**src/rtl/rstctl_pkg.sv**
```systemverilog
package rstctl_pkg;
  localparam int unsigned NCAUSE = 7;

  // cause log bit positions
  localparam int unsigned C_EXT  = 0;
  localparam int unsigned C_POR  = 1;
  localparam int unsigned C_BOD  = 2;
  localparam int unsigned C_FULL = 3;
  localparam int unsigned C_PART = 4;
  localparam int unsigned C_DBG  = 5;
  localparam int unsigned C_WDT  = 6;

  // register offsets
  localparam int OFS_CFG   = 'h000;
  localparam int OFS_KPART = 'h004;
  localparam int OFS_KFULL = 'h008;
  localparam int OFS_CAUSE = 'h00C;
  localparam int OFS_CCLR  = 'h010;
  localparam int OFS_TRACE = 'h014;
  localparam int OFS_IEN   = 'h200;
  localparam int OFS_IST   = 'h204;
  localparam int OFS_ICLR  = 'h208;
  localparam int OFS_ISET  = 'h20C;

  localparam logic [7:0] KEY_FULL = 8'hD4;
  localparam logic [7:0] KEY_PART = 8'h1B;
endpackage

```
**src/rtl/rstctl_regs.sv**
```systemverilog
module rstctl_regs
  import rstctl_pkg::*;
#(
  parameter int ADDR_W = 10,
  parameter int DATA_W = 32
) (
  input  logic              clk,
  input  logic              rst_n,
  input  logic [ADDR_W-1:0] addr,
  input  logic              we,
  input  logic [DATA_W-1:0] wdata,
  output logic [DATA_W-1:0] rdata,
  input  logic              bod_high,
  input  logic [NCAUSE-1:0] cause,
  output logic              bod_en,
  output logic              wdt_en,
  output logic              fire_full,
  output logic              fire_part,
  output logic              cause_clr,
  output logic              trace_rst,
  output logic              irq
);
  logic [2:0] cfg_q, cfg_d;
  logic       trace_q, trace_d;
  logic       ien_q, ien_d;
  logic       ist_q, ist_d;
  logic       wr_cfg, wr_trace, wr_ien, ist_set, ist_clr;
  int         a;

  always_comb begin
    a         = int'(addr);
    wr_cfg    = we && (a == OFS_CFG);
    wr_trace  = we && (a == OFS_TRACE);
    wr_ien    = we && (a == OFS_IEN);
    ist_set   = bod_high || (we && (a == OFS_ISET) && wdata[0]);
    ist_clr   = we && (a == OFS_ICLR) && wdata[0];
    fire_full = we && (a == OFS_KFULL) && (wdata[7:0] == KEY_FULL);
    fire_part = we && (a == OFS_KPART) && (wdata[7:0] == KEY_PART);
    cause_clr = we && (a == OFS_CCLR) && wdata[0];
  end

  always_comb begin
    cfg_d   = wr_cfg   ? wdata[2:0] : cfg_q;
    trace_d = wr_trace ? wdata[0]   : trace_q;
    ien_d   = wr_ien   ? wdata[0]   : ien_q;
    if (ist_set)      ist_d = 1'b1;
    else if (ist_clr) ist_d = 1'b0;
    else              ist_d = ist_q;
  end

  always_ff @(posedge clk or negedge rst_n) begin
    if (!rst_n) begin
      cfg_q   <= '0;
      trace_q <= 1'b0;
      ien_q   <= 1'b0;
      ist_q   <= 1'b0;
    end else begin
      cfg_q   <= cfg_d;
      trace_q <= trace_d;
      ien_q   <= ien_d;
      ist_q   <= ist_d;
    end
  end

  always_comb begin
    rdata = '0;
    case (a)
      OFS_CFG:   rdata[2:0]        = cfg_q;
      OFS_CAUSE: rdata[NCAUSE-1:0] = cause;
      OFS_TRACE: rdata[0]          = trace_q;
      OFS_IEN:   rdata[0]          = ien_q;
      OFS_IST:   rdata[0]          = ist_q;
      default:   rdata             = '0;
    endcase
  end

  assign bod_en    = cfg_q[0];
  assign wdt_en    = |cfg_q[2:1];
  assign trace_rst = trace_q;
  assign irq       = ist_q & ien_q;


  irq_set_chk: assert property (@(posedge clk) disable iff (!rst_n)
    (we && int'(addr) == OFS_ISET && wdata[0]) |=> ist_q);

  irq_clr_chk: assert property (@(posedge clk) disable iff (!rst_n)
    (we && int'(addr) == OFS_ICLR && wdata[0] && !bod_high) |=> !ist_q);

  trace_hold_chk: assert property (@(posedge clk) disable iff (!rst_n)
    !(we && int'(addr) == OFS_TRACE) |=> $stable(trace_q));
endmodule

```
**src/rtl/rstctl_cause.sv**
```systemverilog
module rstctl_cause
  import rstctl_pkg::*;
(
  input  logic              clk,
  input  logic              rst_n,
  input  logic [NCAUSE-1:0] ev,
  input  logic              clr,
  output logic [NCAUSE-1:0] stat
);
  localparam logic [NCAUSE-1:0] POR_ONLY = NCAUSE'(1) << C_POR;

  logic [NCAUSE-1:0] stat_q, stat_d;

  always_comb begin
    if (ev[C_POR])  stat_d = POR_ONLY;
    else if (clr)   stat_d = ev;
    else            stat_d = stat_q | ev;
  end

  always_ff @(posedge clk or negedge rst_n) begin
    if (!rst_n) stat_q <= '0;
    else        stat_q <= stat_d;
  end

  assign stat = stat_q;


  por_only_chk: assert property (@(posedge clk) disable iff (!rst_n)
    ev[C_POR] |=> (stat_q == POR_ONLY));

  sticky_chk: assert property (@(posedge clk) disable iff (!rst_n)
    (!ev[C_POR] && !clr) |=> ((stat_q & $past(stat_q)) == $past(stat_q)));

  clr_chk: assert property (@(posedge clk) disable iff (!rst_n)
    (clr && !ev[C_POR]) |=> (stat_q == $past(ev)));
endmodule

```
**src/rtl/rstctl_pulse.sv**
```systemverilog
module rstctl_pulse #(
  parameter int LEN = 4
) (
  input  logic clk,
  input  logic rst_n,
  input  logic fire,
  output logic pulse
);
  localparam int CW = $clog2(LEN + 1);

  logic [CW-1:0] cnt_q, cnt_d;
  logic          busy;

  assign busy = (cnt_q != '0);

  always_comb begin
    if (busy)      cnt_d = cnt_q - 1'b1;
    else if (fire) cnt_d = CW'(LEN);
    else           cnt_d = cnt_q;
  end

  always_ff @(posedge clk or negedge rst_n) begin
    if (!rst_n) cnt_q <= '0;
    else        cnt_q <= cnt_d;
  end

  assign pulse = busy;


  no_overflow_chk: assert property (@(posedge clk) disable iff (!rst_n)
    cnt_q <= CW'(LEN));

  start_chk: assert property (@(posedge clk) disable iff (!rst_n)
    (fire && !busy) |=> pulse);
endmodule

```
**src/rtl/rstctl_top.sv**
```systemverilog
module rstctl_top
  import rstctl_pkg::*;
#(
  parameter int ADDR_W    = 10,
  parameter int DATA_W    = 32,
  parameter int PULSE_LEN = 4
) (
  input  logic              clk,
  input  logic              rst_n,
  input  logic [ADDR_W-1:0] bus_addr,
  input  logic              bus_we,
  input  logic [DATA_W-1:0] bus_wdata,
  output logic [DATA_W-1:0] bus_rdata,
  input  logic              req_ext_i,
  input  logic              req_por_i,
  input  logic              req_bod_i,
  input  logic              req_wdt_i,
  input  logic              req_dbg_i,
  input  logic              req_sys_i,
  input  logic              bod_high_i,
  output logic              full_rst_o,
  output logic              part_rst_o,
  output logic              trace_rst_o,
  output logic              irq_o
);
  localparam int NPULSE = 2;

  logic [1:0]        sync_q;
  logic              rst_n_int;
  logic [NCAUSE-1:0] ev, stat;
  logic              bod_en, wdt_en, fire_full, fire_part, cause_clr;
  logic [NPULSE-1:0] fires, pulses;

  always_ff @(posedge clk or negedge rst_n) begin
    if (!rst_n) sync_q <= '0;
    else        sync_q <= {sync_q[0], 1'b1};
  end
  assign rst_n_int = sync_q[1];

  always_comb begin
    ev         = '0;
    ev[C_EXT]  = req_ext_i;
    ev[C_POR]  = req_por_i;
    ev[C_BOD]  = req_bod_i & bod_en;
    ev[C_FULL] = fire_full | req_sys_i;
    ev[C_PART] = fire_part;
    ev[C_DBG]  = req_dbg_i;
    ev[C_WDT]  = req_wdt_i & wdt_en;
  end

  rstctl_regs #(.ADDR_W(ADDR_W), .DATA_W(DATA_W)) regs_i (
    .clk(clk), .rst_n(rst_n_int), .addr(bus_addr), .we(bus_we),
    .wdata(bus_wdata), .rdata(bus_rdata), .bod_high(bod_high_i),
    .cause(stat), .bod_en(bod_en), .wdt_en(wdt_en),
    .fire_full(fire_full), .fire_part(fire_part), .cause_clr(cause_clr),
    .trace_rst(trace_rst_o), .irq(irq_o)
  );

  rstctl_cause cause_i (
    .clk(clk), .rst_n(rst_n_int), .ev(ev), .clr(cause_clr), .stat(stat)
  );

  assign fires = {fire_part, fire_full};

  for (genvar g = 0; g < NPULSE; g++) begin : g_pulse
    rstctl_pulse #(.LEN(PULSE_LEN)) pulse_i (
      .clk(clk), .rst_n(rst_n_int), .fire(fires[g]), .pulse(pulses[g])
    );
  end

  assign full_rst_o = pulses[0];
  assign part_rst_o = pulses[1];
endmodule

```
**config.mk**
```make
export PLATFORM = sky130hd
export DESIGN_NAME = rstctl_top
export DESIGN_NICKNAME = d
export VERILOG_FILES = /design/src/rtl/rstctl_pkg.sv /design/src/rtl/rstctl_regs.sv /design/src/rtl/rstctl_cause.sv /design/src/rtl/rstctl_pulse.sv /design/src/rtl/rstctl_top.sv
export SDC_FILE = /design/constraint.sdc
export NUM_CORES = 1
export LEC_CHECK = 0
export CORE_MARGIN = 2
export CORE_UTILIZATION = 36
export DETAILED_ROUTE_END_ITERATION = 8
export GPL_ROUTABILITY_DRIVEN = 0
export PLACE_DENSITY_LB_ADDON = 0.3
export SYNTH_ARGS = -nofsm -noshare
export SYNTH_HDL_FRONTEND = slang
export SYNTH_SLANG_ARGS = --single-unit
```
**constraint.sdc**
```tcl
create_clock -name clk -period 2.5 [get_ports clk]
set_clock_uncertainty 0.1 [all_clocks]
set_input_delay 0.5 -clock clk [delete_from_list [all_inputs] [get_ports clk]]
set_output_delay 0.5 -clock clk [all_outputs]
set_load 0.02 [all_outputs]
```
-- After elaboration in Yosys (flattened, before gate mapping)
Index checks and enable logic that the tools add are counted.
- register bits: 21
- output and inout bits: 36
- equal/unequal tests: 13
- $add $sub $neg: 2
- reduce and logical (&&, ||, !) cells: 22
- bitwise logic cells: 5
- multiplexer cells: 11
- operator list (kind ; number):
    == test 10 bit (second input constant) ; 5
    logical NOT 32 bit ; 1
    == test 10 x 4 -> 1 bit (second input constant) ; 2
    == test 10 x 5 -> 1 bit (second input constant) ; 2
    == test 10 x 6 -> 1 bit (second input constant) ; 2
    2-to-1 mux 7 bit ; 2
    logical AND 1 bit ; 13
    2-to-1 mux 3 bit ; 4
    logical NOT 10 bit ; 1
    == test 8 x 5 -> 1 bit (second input constant) ; 1
    == test 8 bit (second input constant) ; 1
    bitwise OR 7 bit ; 1
    nonzero test 2 bit ; 3
    nonzero test 3 bit ; 2
    subtractor 3 x 1 -> 3 bit (second input constant) ; 2
    case mux 1 bit (5 select lines) ; 1
    2-to-1 mux 4 bit ; 1
    case mux 2 bit (2 select lines) ; 1
    AND 1 bit ; 3
    2-to-1 mux 1 bit ; 2
    OR reduction 2 bit ; 1
    logical OR 1 bit ; 1
    bitwise OR 1 bit ; 1

-- Logic depth before layout (Yosys ltp)
Gate-level depths: netlist (run 1).
- depth after elaboration: 7
- gate-level depth with buffers: 6
- mapped depth without buffers: 5

-- Cells and area by module
A second synthesis (run 1) with hierarchy kept.
- cells, all modules: 151
- area total of the unflattened synthesis: 1377.6 µm²
- modules (own cells, without submodules) (module ; area an instance (µm²) ; cells an instance ; times used):
    rstctl_regs ; 743.2 ; 86 ; 1
    rstctl_pulse ; 142.6 ; 16 ; 2
    rstctl_cause ; 276.5 ; 27 ; 1
    rstctl_top ; 72.6 ; 6 ; 1

-- Least setup slack after synthesis (run 1)
OpenSTA, ideal clock, no wires.
- kind: input port to output port
- start point: in bus_addr[5]
- end point: out bus_rdata[0]
- slack: 97 ps
- stages: 4
- buffers on the path: 0
- data arrival time: 1803 ps
- data required time: 1900 ps
- cells stage by stage: nor4_1 -> nand2_1 -> nor4b_2 -> a221o_1
- longest elaborated chain between the ends: 2
- ends and longest elaborated chain (item ; line ; RTL):
    start, declared ; rstctl_top.sv:10 ; input logic [ADDR_W-1:0] bus_addr,
    logical NOT 32 bit (tied with other cells) ; rstctl_regs.sv:67 ; case (a)
    case mux 1 bit (5 select lines) * ; rstctl_regs.sv:67 ;
    end, declared ; rstctl_top.sv:13 ; output logic [DATA_W-1:0] bus_rdata,
Mark *: on every way between the ends. The rest lies on a longest branch, timed or not.

-- Final worst setup path (run 1)
- start point: in bus_addr[0]
- end point: out bus_rdata[0]
The elaborated chain is that of the path after synthesis.

==> impl_results.md, run 1 <==
- CTS tree: done
- Clock Tree Buf Depth: 2
- HP Class: flip-flop to async pin
- Clk pin slew, worst setup/hold paths: 80 ps
- Netlist cell types: 43
- Antenna violations before repair: 0
- Num rows: 22
- Clk Latency, worst-skew pair: 260 ps
- Hold Vio Cnt, Final: 0
- Die Y: 67.2 um
- YS warnings: 0
- Post-route non-filler standard cell count: 254
- CP dominant cell by count: buf_6
- Slew of the pin with the lowest slew margin: 759 ps
- # DRC: 0
- Via count: 1249
- Required @ worst endpoint: 1900 ps
- CP Buf/Inv Count: 2
- Antenna viol nets, final: 0
- Worst flop-to-flop path startpoint: g_pulse[1].pulse_i.cnt_q[1]
- Hold buffer count at CTS: 0
- Pre-CTS setup slack: -858 ps
- Peak VDD IR: 484 uV
- Layout cells sized above 1: 0.311
- Initial Utilization: 0.384
- Crit path max fanout: 3
- Tmin final: 2510 ps
- Synthesis-to-layout area growth: 40.9%
- Synthesized area per cell: 9.98 um^2
- Layout Nets: 261
- Cell accounting for the most synthesized area: dfrtp_1
- Crit path capture type: primary output
- Commonest non-fill, non-tap cells in the layout: 26 x conb_1, 23 x buf_4, 21 x dfrtp_1, 21 x clkdlybuf4s50_1, 10 x nand2_1
- H-tree depth: 1
- Hold Slack: 219 ps
- Max-cap viol count: 0
- Placed cells: 244
- TritonCTS Buffers: 3
- Vias/cell: 4.92
- Mapped Cells: 144
- Pre-antenna DRT Iters: 4
- CP max stage delay: 560 ps
- Core Region: 3740 um^2
- Largest net degree at the start of global routing: 20
- CP cell instances: buf_6 > or4_4 > or2_4 > nor4_4 > a221o_1 > buf_6
- Overflow after GRT: 0
- Vias in the first global route: 1208
- DP HPWL: 2590 um
- R2R depth: 5
- Fill count: 343
- ANT cells: 0
- RR Endpoint: g_pulse[1].pulse_i.cnt_q[1]
- RSZ-0062 raised after global routing: true
- Overall Global Routing Usage: 0.150
- WL per Instance: 13.0 um
- Cell Pwr Density: 533 nW/um^2
- Ys flop type: dfrtp_1
- Total wire length: 3300 um
- Cell area after synthesis: 1440 um^2
- Fraction of registers with async set/reset: 1.00
- Clock sinks: 21
- Slowest stage cell, crit path: or4_4
- Leading cell type in the layout, fill and taps excluded: conb_1
- Initial DRC Count: 38
- Post-synth EDFFs: 0
- WS Path Type: input pin to primary output
- Design Power: 1.08 mW
- Die ar.: 4520 um^2
- Number of synthesized register bits: 21
- Startpoint type of the worst setup path: input pin
- Root Driver: clkbuf_8
- Slew Viols, Final: 0
- Final worst-path cycle share: 1.00
- Global-route wire length before repair: 5200 um
- Violated checks: setup timing
- Area contributors post-synth: dfrtp_1 37%, buf_4 13%, mux2_2 5.5%, mux2i_1 4.2%, and2_1 3.0%
- FMAX: 0.399 GHz
- Register area share after synthesis: 0.366
- Static Leak: 0.933 nW
- Cell Area, Placed: 1890 um^2
- Max_slew headroom: 0.494
- Synth top area share: 0.366
- CP arrival: 1910 ps
- Final setup vio count: 1
- Reg2reg setup slack: 850 ps
- Status: finished, violations left
- Buffers added on ports: 38
- Crit-path leading delay family: simple AND/OR/NAND/NOR gates
- IO Count: 88
- Finished Cell Area: 2030 um^2
- Setup ws final: -7.86 ps
- Die width: 67.2 um
==> worst max path at each step <==
stage | from | to | slack [ps] | depth (start not counted)
after global routing | bus_addr[3] | bus_rdata[5] | -60 | 7
after floorplan | bus_addr[5] | bus_rdata[0] | 100 | 4
after global placement | bus_addr[5] | bus_rdata[0] | -840 | 6
after detailed placement | bus_addr[5] | bus_rdata[0] | -860 | 6
final | bus_addr[0] | bus_rdata[0] | -8 | 6
after CTS | bus_addr[6] | bus_rdata[0] | -20 | 6
==> state kept, by name (all words and copies together) (netlist names) <==
signal,cells
cause_i.stat,7
sync_q,2
regs_i.trace_rst,1
regs_i.ien_q,1
g_pulse.pulse_i.cnt_q,6
regs_i.cfg_q,3
regs_i.ist_q,1
==> worst register-to-register path: cells and delay by family, from the launching register on <==
family | cells | cell delay (ps)
fa+ha+maj | 1 | 280
flops | 1 | 410
buf+inv | 1 | 80
compound gates | 2 | 470
simple gates | 1 | 190
==> cell type report <==
class                      instances  area [um^2]  share of cell area
timing repair buffer              61          529               0.261
sequential                        21          526               0.259
clock buffer                       3         41.3              0.0204
tap                               48         60.1              0.0296
multi-input combinational        115          843               0.416
clock inverter                     1         7.51             0.00371
inverter                           5         18.8             0.00926
==> metrics by stage <==
step	utilization	TNS, ps
final	0.541	-7.86
after global routing	0.541	-354
after CTS	0.527	-18.3
after detailed placement	0.505	-7560
after global placement	0.505	-7300
after floorplan	-	0
==> cells in the mapped netlist, types with 3 or more instances <==
master,n
buf_4,25
and2_1,7
nor2_1,6
mux2_2,7
nand2_1,10
inv_1,5
mux2i_1,6
nor4_1,3
dfrtp_1,21
nand3_1,6
==> kinds of logic after synthesis <==
family	after synthesis	synth area share
compound gates	17	0.0975
fa+ha+maj	2	0.0174
buf+inv	32	0.155
flops	21	0.366
mux	13	0.0966
other cells	2	0.00522
simple gates	57	0.263
==> metal layers <==
| metal | track usage | vias to the layer above | wire length, um |
|---|---|---|---|
| li1 | - | 596 | - |
| met1 | 0.189 | 605 | 1410 |
| met2 | 0.272 | 48 | 1660 |
| met3 | 0.0200 | 0 | 228 |
| met4 | 0.0306 | 0 | 0 |
| met5 | 0 | - | 0 |
==> report_power, final <==
group / internal [mW] / total, mW / switching (mW)
Clock: 0.112 / 0.220 / 0.108
Combinational: 0.201 / 0.409 / 0.208
Sequential: 0.400 / 0.450 / 0.0492
Total: 0.714 / 1.08 / 0.365
==> repair_timing <==
| item | CTS | global route |
|---|---|---|
| endpoints found under the setup margin | 9 | 7 |
| pin swaps | 7 | 5 |
| buffers inserted | 6 | 0 |
| gates resized for setup | 59 | 11 |
No activity file was read; power rests on OpenSTA's default activity.
==> run 2: changes to the inputs <==
--- a/config.mk
+++ b/config.mk
@@ -10,6 +10,8 @@
 export DETAILED_ROUTE_END_ITERATION = 8
 export GPL_ROUTABILITY_DRIVEN = 0
 export PLACE_DENSITY_LB_ADDON = 0.3
+export SETUP_SLACK_MARGIN = 0.05
+export SKIP_CTS_REPAIR_TIMING = 1
 export SYNTH_ARGS = -nofsm -noshare
 export SYNTH_HDL_FRONTEND = slang
 export SYNTH_SLANG_ARGS = --single-unit
==> constraint.sdc (replaced) <==
create_clock -name clk -period 2.48 [get_ports clk]
set_clock_uncertainty 0.1 [all_clocks]
set_input_delay 0.496 -clock clk [delete_from_list [all_inputs] [get_ports clk]]
set_output_delay 0.496 -clock clk [all_outputs]
set_load 0.02 [all_outputs]
==> run 2 against run 1 <==
Effect of this change:
- the run still ends with setup timing left
- via count down 1.3%
- sequential cell count unchanged
- non-clock buffer count down 4
- setup slack worse by 84 ps
- sequential power about the same
==> impl_results.md, run 2 (synthesis results as in run 1) <==
- Buffers added on ports: 38
- Fill count: 344
- Layout cells sized above 1: 0.317
- Num rows: 22
- Slew Viols, Final: 0
- Slowest stage cell, crit path: or4_4
- Via count: 1233
- Setup ws final: -91.6 ps
- Global-route wire length before repair: 5100 um
- CP max stage delay: 570 ps
- Leading cell type in the layout, fill and taps excluded: conb_1
- RSZ-0062 raised after global routing: true
- Peak VDD IR: 397 uV
- Largest net degree at the start of global routing: 20
- Initial Utilization: 0.384
- Overall Global Routing Usage: 0.151
- H-tree depth: 1
- Commonest non-fill, non-tap cells in the layout: 26 x conb_1, 21 x dfrtp_1, 21 x clkdlybuf4s50_1
- Crit path capture type: primary output
- Total negative slack: -91.6 ps
- Clock sinks: 21
- Die Y: 67.2 um
- Worst flop-to-flop path startpoint: g_pulse[1].pulse_i.cnt_q[1]
- Antenna viol nets, final: 0
- Total wire length: 3350 um
- Vias in the first global route: 1147
- Cell Area, Placed: 1890 um^2
- Clk pin slew, worst setup/hold paths: 80 ps
- CP dominant cell by count: buf_6
- CP arrival: 1980 ps
- Slew of the pin with the lowest slew margin: 760 ps
- CTS tree: done
- Clock Tree Buf Depth: 2
- Vias/cell: 4.93
- Design Power: 1.11 mW
- Crit path launch: bus_addr[6]
- Pre-antenna DRT Iters: 5
- Final worst-path cycle share: 1.04
- Max_slew headroom: 0.494
- Final setup vio count: 1
- Die width: 67.2 um
- Tmin final: 2570 ps
- IO Count: 88
- Pre-CTS setup slack: -876 ps
- Die ar.: 4520 um^2
- HP Class: flip-flop to async pin
- Hold Slack: 220 ps
- Crit path max fanout: 4
- Violated checks: setup timing
- Hold Vio Cnt, Final: 0
- Multi-input gate area: 845 um^2
- Required @ worst endpoint: 1880 ps
- Root Driver: clkbuf_8
- WS Path Type: input pin to primary output
- Max-cap viol count: 0
- FMAX: 0.389 GHz
- Cell Pwr Density: 547 nW/um^2
- # DRC: 0
- Core Region: 3740 um^2
- Finished Cell Area: 2020 um^2
- ANT cells: 0
- Status: finished, violations left
- Clk Latency, worst-skew pair: 270 ps
- CP cell instances: buf_6 > or4_4 > or2_4 > nor4_4 > a221o_1 > buf_6
- Register area: 526 um^2
- Overflow after GRT: 0
- WL per Instance: 13.4 um
- Antenna violations before repair: 0
- Max FFs per register: 7
- Synthesis-to-layout area growth: 40.6%
- Layout Nets: 257
- Startpoint type of the worst setup path: input pin
- TritonCTS Buffers: 3
- DP HPWL: 2590 um
- Initial DRC Count: 47
- Static Leak: 0.953 nW
==> run 2: cell types whose count changed in the layout (fill, tap and decap cells not counted), sizes merged <==
cell / previous run / this run
dlymetal6s2s: 0 / 7
buf: 33 / 28
clkbuf: 3 / 4
dlygate4sd2: 4 / 0
clkdlybuf4s15: 3 / 0
==> run 2: cell type report <==
| class | instances | area share |
|---|---|---|
| clock buffer | 3 | 0.0204 |
| clock inverter | 1 | 0.00371 |
| timing repair buffer | 57 | 0.259 |
| multi-input combinational | 115 | 0.418 |
| sequential | 21 | 0.260 |
| tap | 48 | 0.0297 |
| inverter | 5 | 0.00928 |
==> run 2: stage by stage <==
stage / cells / util
2_1_floorplan: 168 / -
3_3_place_gp: 244 / 0.505
3_5_place_dp: 244 / 0.505
4_1_cts: 248 / 0.518
5_1_grt: 250 / 0.540
6_report: 250 / 0.540
==> run 2: where the power goes <==
| group | total (mW) | switching (mW) | internal [mW] |
|---|---|---|---|
| registers | 0.453 | 0.0496 | 0.404 |
| clock network | 0.233 | 0.120 | 0.114 |
| logic | 0.420 | 0.213 | 0.207 |
| total | 1.11 | 0.382 | 0.725 |
==> run 2: critical path, delay by kind of cell <==
| family | cells | cell delay, ps |
|---|---|---|
| buf+inv | 2 | 210 |
| compound gates | 1 | 170 |
| simple gates | 3 | 1100 |
==> run 2: worst paths after layout <==
path | to | slack [ps] | cells after the start
min | cause_i.stat[1] | 220 | 0
max | bus_rdata[0] | -90 | 6
min reg2reg | cause_i.stat[1] | 220 | 0
max reg2reg | g_pulse[1].pulse_i.cnt_q[1] | 840 | 5
max in group asynchronous | g_pulse[0].pulse_i.cnt_q[0] | 1580 | 0
min in group clk | sync_q[1] | 260 | 0
==> run 2: routing by layer <==
| metal | wire length, um | global-route usage | vias up | share of wire |
|---|---|---|---|---|
| met4 | 57 | 0.0689 | 0 | 0.017 |
| met2 | 1640 | 0.248 | 44 | 0.49 |
| li1 | - | - | 586 | - |
| met3 | 184 | 0.0167 | 5 | 0.055 |
| met1 | 1470 | 0.199 | 598 | 0.44 |
| met5 | 0 | 0 | - | 0 |
